**src/rtl/qpp_pkg.sv**
```systemverilog
package qpp_pkg;

  // Run state of the sequencer
  typedef enum logic [0:0] {
    SEQ_IDLE = 1'b0,
    SEQ_RUN  = 1'b1
  } seq_state_e;

  // Number of shared modular adders in the recursion datapath
  localparam int unsigned NUM_ADDERS = 2;

endpackage

```
**src/rtl/qpp_mod_add.sv**
```systemverilog
// Modular adder: (a + b) mod n, assuming a < n and b < n.
module qpp_mod_add #(
  parameter int unsigned AW = 13
) (
  input  logic [AW-1:0] a,
  input  logic [AW-1:0] b,
  input  logic [AW-1:0] n,
  output logic [AW-1:0] sum_mod
);

  localparam int unsigned SW = AW + 1;

  logic [SW-1:0] raw_sum;
  logic [SW-1:0] reduced;
  logic          wrap;

  always_comb begin
    raw_sum = {1'b0, a} + {1'b0, b};
    reduced = raw_sum - {1'b0, n};
    wrap    = (raw_sum >= {1'b0, n});
    sum_mod = wrap ? reduced[AW-1:0] : raw_sum[AW-1:0];
  end

endmodule

```
**src/rtl/qpp_seq_ctrl.sv**
```systemverilog
// Index counter, run state and end-of-block detection.
module qpp_seq_ctrl
  import qpp_pkg::*;
#(
  parameter int unsigned AW = 13
) (
  input  logic          clk,
  input  logic          rst,
  input  logic          start,
  input  logic [AW-1:0] frame_len,
  output logic [AW-1:0] n_cur,
  output logic [AW-1:0] idx,
  output logic          running,
  output logic          last,
  output logic          advance
);

  localparam logic [AW-1:0] ONE = AW'(1);

  seq_state_e    state_q;
  logic [AW-1:0] n_q;
  logic [AW-1:0] idx_q;
  logic          last_q;
  logic [AW-1:0] idx_inc;
  logic [AW-1:0] final_idx;

  always_comb begin
    idx_inc   = idx_q + ONE;
    final_idx = n_q - ONE;
  end

  always_ff @(posedge clk) begin
    if (rst) begin
      state_q <= SEQ_IDLE;
      n_q     <= '0;
      idx_q   <= '0;
      last_q  <= 1'b0;
    end else if (start) begin
      state_q <= SEQ_RUN;
      n_q     <= frame_len;
      idx_q   <= '0;
      last_q  <= 1'b0;
    end else if (state_q == SEQ_RUN) begin
      if (last_q) begin
        state_q <= SEQ_IDLE;
        last_q  <= 1'b0;
      end else begin
        idx_q  <= idx_inc;
        last_q <= (idx_inc == final_idx);
      end
    end
  end

  assign n_cur   = n_q;
  assign idx     = idx_q;
  assign running = (state_q == SEQ_RUN);
  assign last    = last_q;
  assign advance = (state_q == SEQ_RUN) && !last_q;

endmodule

```
**src/rtl/qpp_recur.sv**
```systemverilog
// Address recursion: P(i+1) = P(i) + g(i), g(i+1) = g(i) + 2*f2, all mod N.
// The two modular adders are shared between the start-up and the step.
module qpp_recur
  import qpp_pkg::*;
#(
  parameter int unsigned AW = 13
) (
  input  logic          clk,
  input  logic          rst,
  input  logic          start,
  input  logic          advance,
  input  logic [AW-1:0] frame_len,
  input  logic [AW-1:0] coef_lin,
  input  logic [AW-1:0] coef_quad,
  input  logic [AW-1:0] n_cur,
  output logic [AW-1:0] addr
);

  logic [AW-1:0] addr_q;
  logic [AW-1:0] incr_q;
  logic [AW-1:0] dstep_q;

  logic [AW-1:0] op_a   [NUM_ADDERS];
  logic [AW-1:0] op_b   [NUM_ADDERS];
  logic [AW-1:0] op_n   [NUM_ADDERS];
  logic [AW-1:0] result [NUM_ADDERS];

  // Operand selection: adder 0 forms f1+f2 or P+g, adder 1 forms 2*f2 or g+2*f2
  always_comb begin
    if (start) begin
      op_a[0] = coef_lin;
      op_b[0] = coef_quad;
      op_a[1] = coef_quad;
      op_b[1] = coef_quad;
    end else begin
      op_a[0] = addr_q;
      op_b[0] = incr_q;
      op_a[1] = incr_q;
      op_b[1] = dstep_q;
    end
  end

  for (genvar k = 0; k < NUM_ADDERS; k++) begin : g_adders
    assign op_n[k] = start ? frame_len : n_cur;
    qpp_mod_add #(.AW(AW)) add_i (
      .a       (op_a[k]),
      .b       (op_b[k]),
      .n       (op_n[k]),
      .sum_mod (result[k])
    );
  end

  always_ff @(posedge clk) begin
    if (rst) begin
      addr_q  <= '0;
      incr_q  <= '0;
      dstep_q <= '0;
    end else if (start) begin
      addr_q  <= '0;
      incr_q  <= result[0];
      dstep_q <= result[1];
    end else if (advance) begin
      addr_q <= result[0];
      incr_q <= result[1];
    end
  end

  assign addr = addr_q;

endmodule

```
**src/rtl/qpp_addr_gen.sv**
```systemverilog
module qpp_addr_gen
  import qpp_pkg::*;
#(
  parameter int unsigned AW = 13
) (
  input  logic          clk,
  input  logic          rst,
  input  logic          start,
  input  logic [AW-1:0] frame_len,
  input  logic [AW-1:0] coef_lin,
  input  logic [AW-1:0] coef_quad,
  output logic [AW-1:0] out_addr,
  output logic [AW-1:0] out_idx,
  output logic          out_valid,
  output logic          out_last
);

  logic [AW-1:0] n_cur;
  logic          advance;

  qpp_seq_ctrl #(.AW(AW)) ctrl_i (
    .clk       (clk),
    .rst       (rst),
    .start     (start),
    .frame_len (frame_len),
    .n_cur     (n_cur),
    .idx       (out_idx),
    .running   (out_valid),
    .last      (out_last),
    .advance   (advance)
  );

  qpp_recur #(.AW(AW)) recur_i (
    .clk       (clk),
    .rst       (rst),
    .start     (start),
    .advance   (advance),
    .frame_len (frame_len),
    .coef_lin  (coef_lin),
    .coef_quad (coef_quad),
    .n_cur     (n_cur),
    .addr      (out_addr)
  );

endmodule

```
**config.mk**
```make
export PLATFORM = sky130hd
export DESIGN_NAME = qpp_addr_gen
export DESIGN_NICKNAME = d
export VERILOG_FILES = /design/src/rtl/qpp_pkg.sv /design/src/rtl/qpp_mod_add.sv /design/src/rtl/qpp_seq_ctrl.sv /design/src/rtl/qpp_recur.sv /design/src/rtl/qpp_addr_gen.sv
export SDC_FILE = /design/constraint.sdc
export NUM_CORES = 1
export LEC_CHECK = 0
export BUFFER_PORTS_ARGS = -buffer_cell sky130_fd_sc_hd__buf_2
export CORE_ASPECT_RATIO = 0.8
export CORE_MARGIN = 1.5
export CORE_UTILIZATION = 52
export CTS_CLUSTER_DIAMETER = 30
export DETAILED_ROUTE_END_ITERATION = 10
export PLACE_DENSITY = 0.8
export SLEW_MARGIN = 15
export SYNTH_ARGS = -nofsm -noshare
export SYNTH_HDL_FRONTEND = slang
export SYNTH_SLANG_ARGS = --single-unit
```
**constraint.sdc**
```tcl
create_clock -name clk -period 5 [get_ports clk]
set_input_delay 1 -clock clk [delete_from_list [all_inputs] [get_ports clk]]
set_output_delay 1 -clock clk [all_outputs]
set_load 0.05 [all_outputs]
```
==> results.yml <==
synth:
  synth_nets: 887
  ys_top_cells_by_count: "82 x nor2_1, 67 x dfxtp_1, 59 x a21oi_1, 59 x nand2_1, 56 x o21ai_0"
  synth_top_area_share_pct: 21.50
  yosysTopAreaCell: "dfxtp_1"
  syn_area_per_cell_um2: 7.925
  ys_ff_latch: 67
  synth_edf_count: 0
  syn_area_um2: 6237
  ys_seq_area_share_pct: 21.50
  synthCells: 787
  ys.flop_type: "dfxtp_1"
  synth_cell_type_count: 72
  synth_most_common_cell: "nor2_1"
  ys_async_sr_fraction_pct: 0
  yosys-top-cells-area: "dfxtp_1 22%, ha_1 11%, xnor2_1 5.5%"
  ys_warn_count: 0
timing:
  clock_skew_ns: 0.01033
  final_max_slew_viol_count: 0
  period_needed_ns: 4.970
  fin_crit_sh_pct: 99.40
  tightest_slew_ns: 0.7861
  hold_viol: 0
  hold_slack_ns: 0.4760
  setup_viol: 0
  clock.fmax_ghz: 0.2012
  relSlewSlack_pct: 47.59
layout:
  syn_to_final_growth_pct: 27.54
  utilization_pct: 68.55
  nFillCells: 895
  drive_gt1_share_pct: 26.42
  antenna_cells: 0
  fin_nets: 1051
die:
  die-area_um2: 12660
  start_util_pct: 53.75
  ioPinCount: 70
  die_height_um: 101.0
  die_w_um: 125.4
  core-area_um2: 11600
  rows: 35
grt:
  grt_overflow: 0
  grt_usage_pct: 28.47
  antenna_found_initial: 0
  grt_start_max_net_pins: 56
  grt_first_pass_wirelength_um: 29150
  grt_pass1_vias: 6067
critical_path:
  reg2reg_depth: 20
  worstPathRequired_ns: 5.21
  endpoint_kind: "register"
  crit_fanout: 20
  critPathKind: "in -> reg"
  crit_path_start_kind: "primary input"
  crit_arrival_ns: 5.18
place:
  io_buffers: 69
  place_congestion: 0.9332
  hpwlAfterDp_um: 13890
clock_tree:
  cts_tree: "done"
  clock_path_buffers: 2
  cts.htree.levels: 3
  clock_latency_ns: 0.34
  cts_buffers: 9
  cts_sinks: 67
  clockRootBuffer: "clkbuf_16"
  clkSlewWorstSetupHoldPaths_ns: 0.06
  hold_buffers: 0
routing:
  vias: 6579
  wl_per_cell_um: 17.67
  viasPerCell: 5.970
  drc: 0
  drt_first_pass_iters: 5
  drt_iter0_drc: 586
  ant_nets: 0
  drt_wl_total_um: 19470
power_and_ir_drop:
  peakVddDrop_uv: 418.6
  p_per_area_nw_per_um2: 612.8
  power_leakage_nw: 3.597
run_status:
  status: "finished clean"
min_path:
  holdPathStages: 2
  min_path_type: "reg -> reg"
run:
  drv_cap: 0
cell type report:
cell class	instances	area, um2	share of cell area (%)
repair buffers	186	1299	16.33
inverters	48	180.2	2.265
well taps	148	185.2	2.328
clock inverters	3	40.04	0.5033
multi-input cells	639	4667	58.67
clock buffers	11	242.7	3.051
flip-flops and latches	67	1341	16.86
state kept, by name, summed over array words and instances (netlist names):
register / cells
ctrl_i.last: 1
ctrl_i.idx: 13
recur_i.incr_q: 13
ctrl_i.running: 1
recur_i.addr: 13
recur_i.dstep_q: 13
ctrl_i.n_cur: 13
per-layer routing:
metal / GRT usage, % / vias up / routed length (um)
met2: 48.16 / 312 / 8836
met1: 36.59 / 3054 / 8389
li1: - / 3148 / -
met5: 0 / - / 0
met4: 10.40 / 0 / 655
met3: 5.042 / 65 / 1586
placed cells by master (no fill, tap or decap), types with 29 or more instances in the layout:
| master | synthesis | routed |
|---|---|---|
| buf_2 | 1 | 68 |
| xor2_1 | 32 | 31 |
| a21oi_1 | 59 | 58 |
| nor2_1 | 82 | 82 |
| buf_4 | 1 | 113 |
| dfxtp_1 | 67 | 67 |
| o21ai_0 | 56 | 51 |
| xnor2_1 | 39 | 38 |
| nand2_1 | 59 | 59 |
| ha_1 | 54 | 53 |
| inv_1 | 48 | 48 |
| mux2i_1 | 32 | 29 |
through the flow:
stage	power [mW]	setup slack, ns	instances	cell area (um2)	setup TNS, ns
6_report	4.875	0.02984	1102	7955	0
4_1_cts	4.457	0.007343	1090	7699	0
2_1_floorplan	2.756	-0.02782	787	6252	-0.02782
3_3_place_gp	3.710	-0.2372	1076	7416	-3.992
3_5_place_dp	3.781	-0.3121	1076	7416	-7.747
5_1_grt	5.127	-0.09503	1102	7955	-0.3315
worst paths after layout:
kind | from | to | slack (ns)
setup reg to reg | recur_i.incr_q[0]$_SDFFE_PP0P_ | recur_i.incr_q[7]$_SDFFE_PP0P_ | 0.52
setup / recovery | start | recur_i.incr_q[7]$_SDFFE_PP0P_ | 0.03
hold reg to reg | recur_i.addr[1]$_SDFFE_PP0P_ | recur_i.addr[1]$_SDFFE_PP0P_ | 0.48
hold / removal | recur_i.addr[1]$_SDFFE_PP0P_ | recur_i.addr[1]$_SDFFE_PP0P_ | 0.48
kinds of logic (layout without fill, tap and decap cells):
kind of cell               count (synthesis)  after routing  share of synthesized area (%)
buffers and inverters                     82            248                          5.938
and+or+nand+nor                          236            236                          18.13
AOI/OAI and AO/OA                        227            228                          24.67
adders and majority gates                 58             58                          12.12
xor gates and xnor gates                  71             71                          9.970
DFF                                       67             67                          21.50
muxes                                     46             46                          7.663
report_power, final:
| part | internal (mW) | switching [mW] | leakage (nW) |
|---|---|---|---|
| Clock | 0.393 | 0.245 | 0.141 |
| Sequential | 0.639 | 0.0623 | 0.550 |
| Combinational | 1.62 | 1.91 | 2.91 |
worst max-delay path: stages:
cell and delay (ns):
buf_12 0.13, buf_12 0.15, o21ai_0 0.31, ha_1 0.32
a21o_1 0.18, or3_1 0.36, o211ai_1 0.35, o21ai_0 0.17
xor2_1 0.23, ha_1 0.28, nor2b_1 0.16, a2111oi_2 0.31
o21a_2 0.28, o211a_4 0.28, buf_4 0.14, mux2i_1 0.23
a21oi_1 0.09, o21bai_1 0.18
what timing repair did:
action,in CTS,in global routing
resized for setup,0,28
buffers inserted,0,9
setup endpoints to repair,1,39
gates cloned,0,3
pin swaps,1,7
No activity file was read; power rests on OpenSTA's default activity.
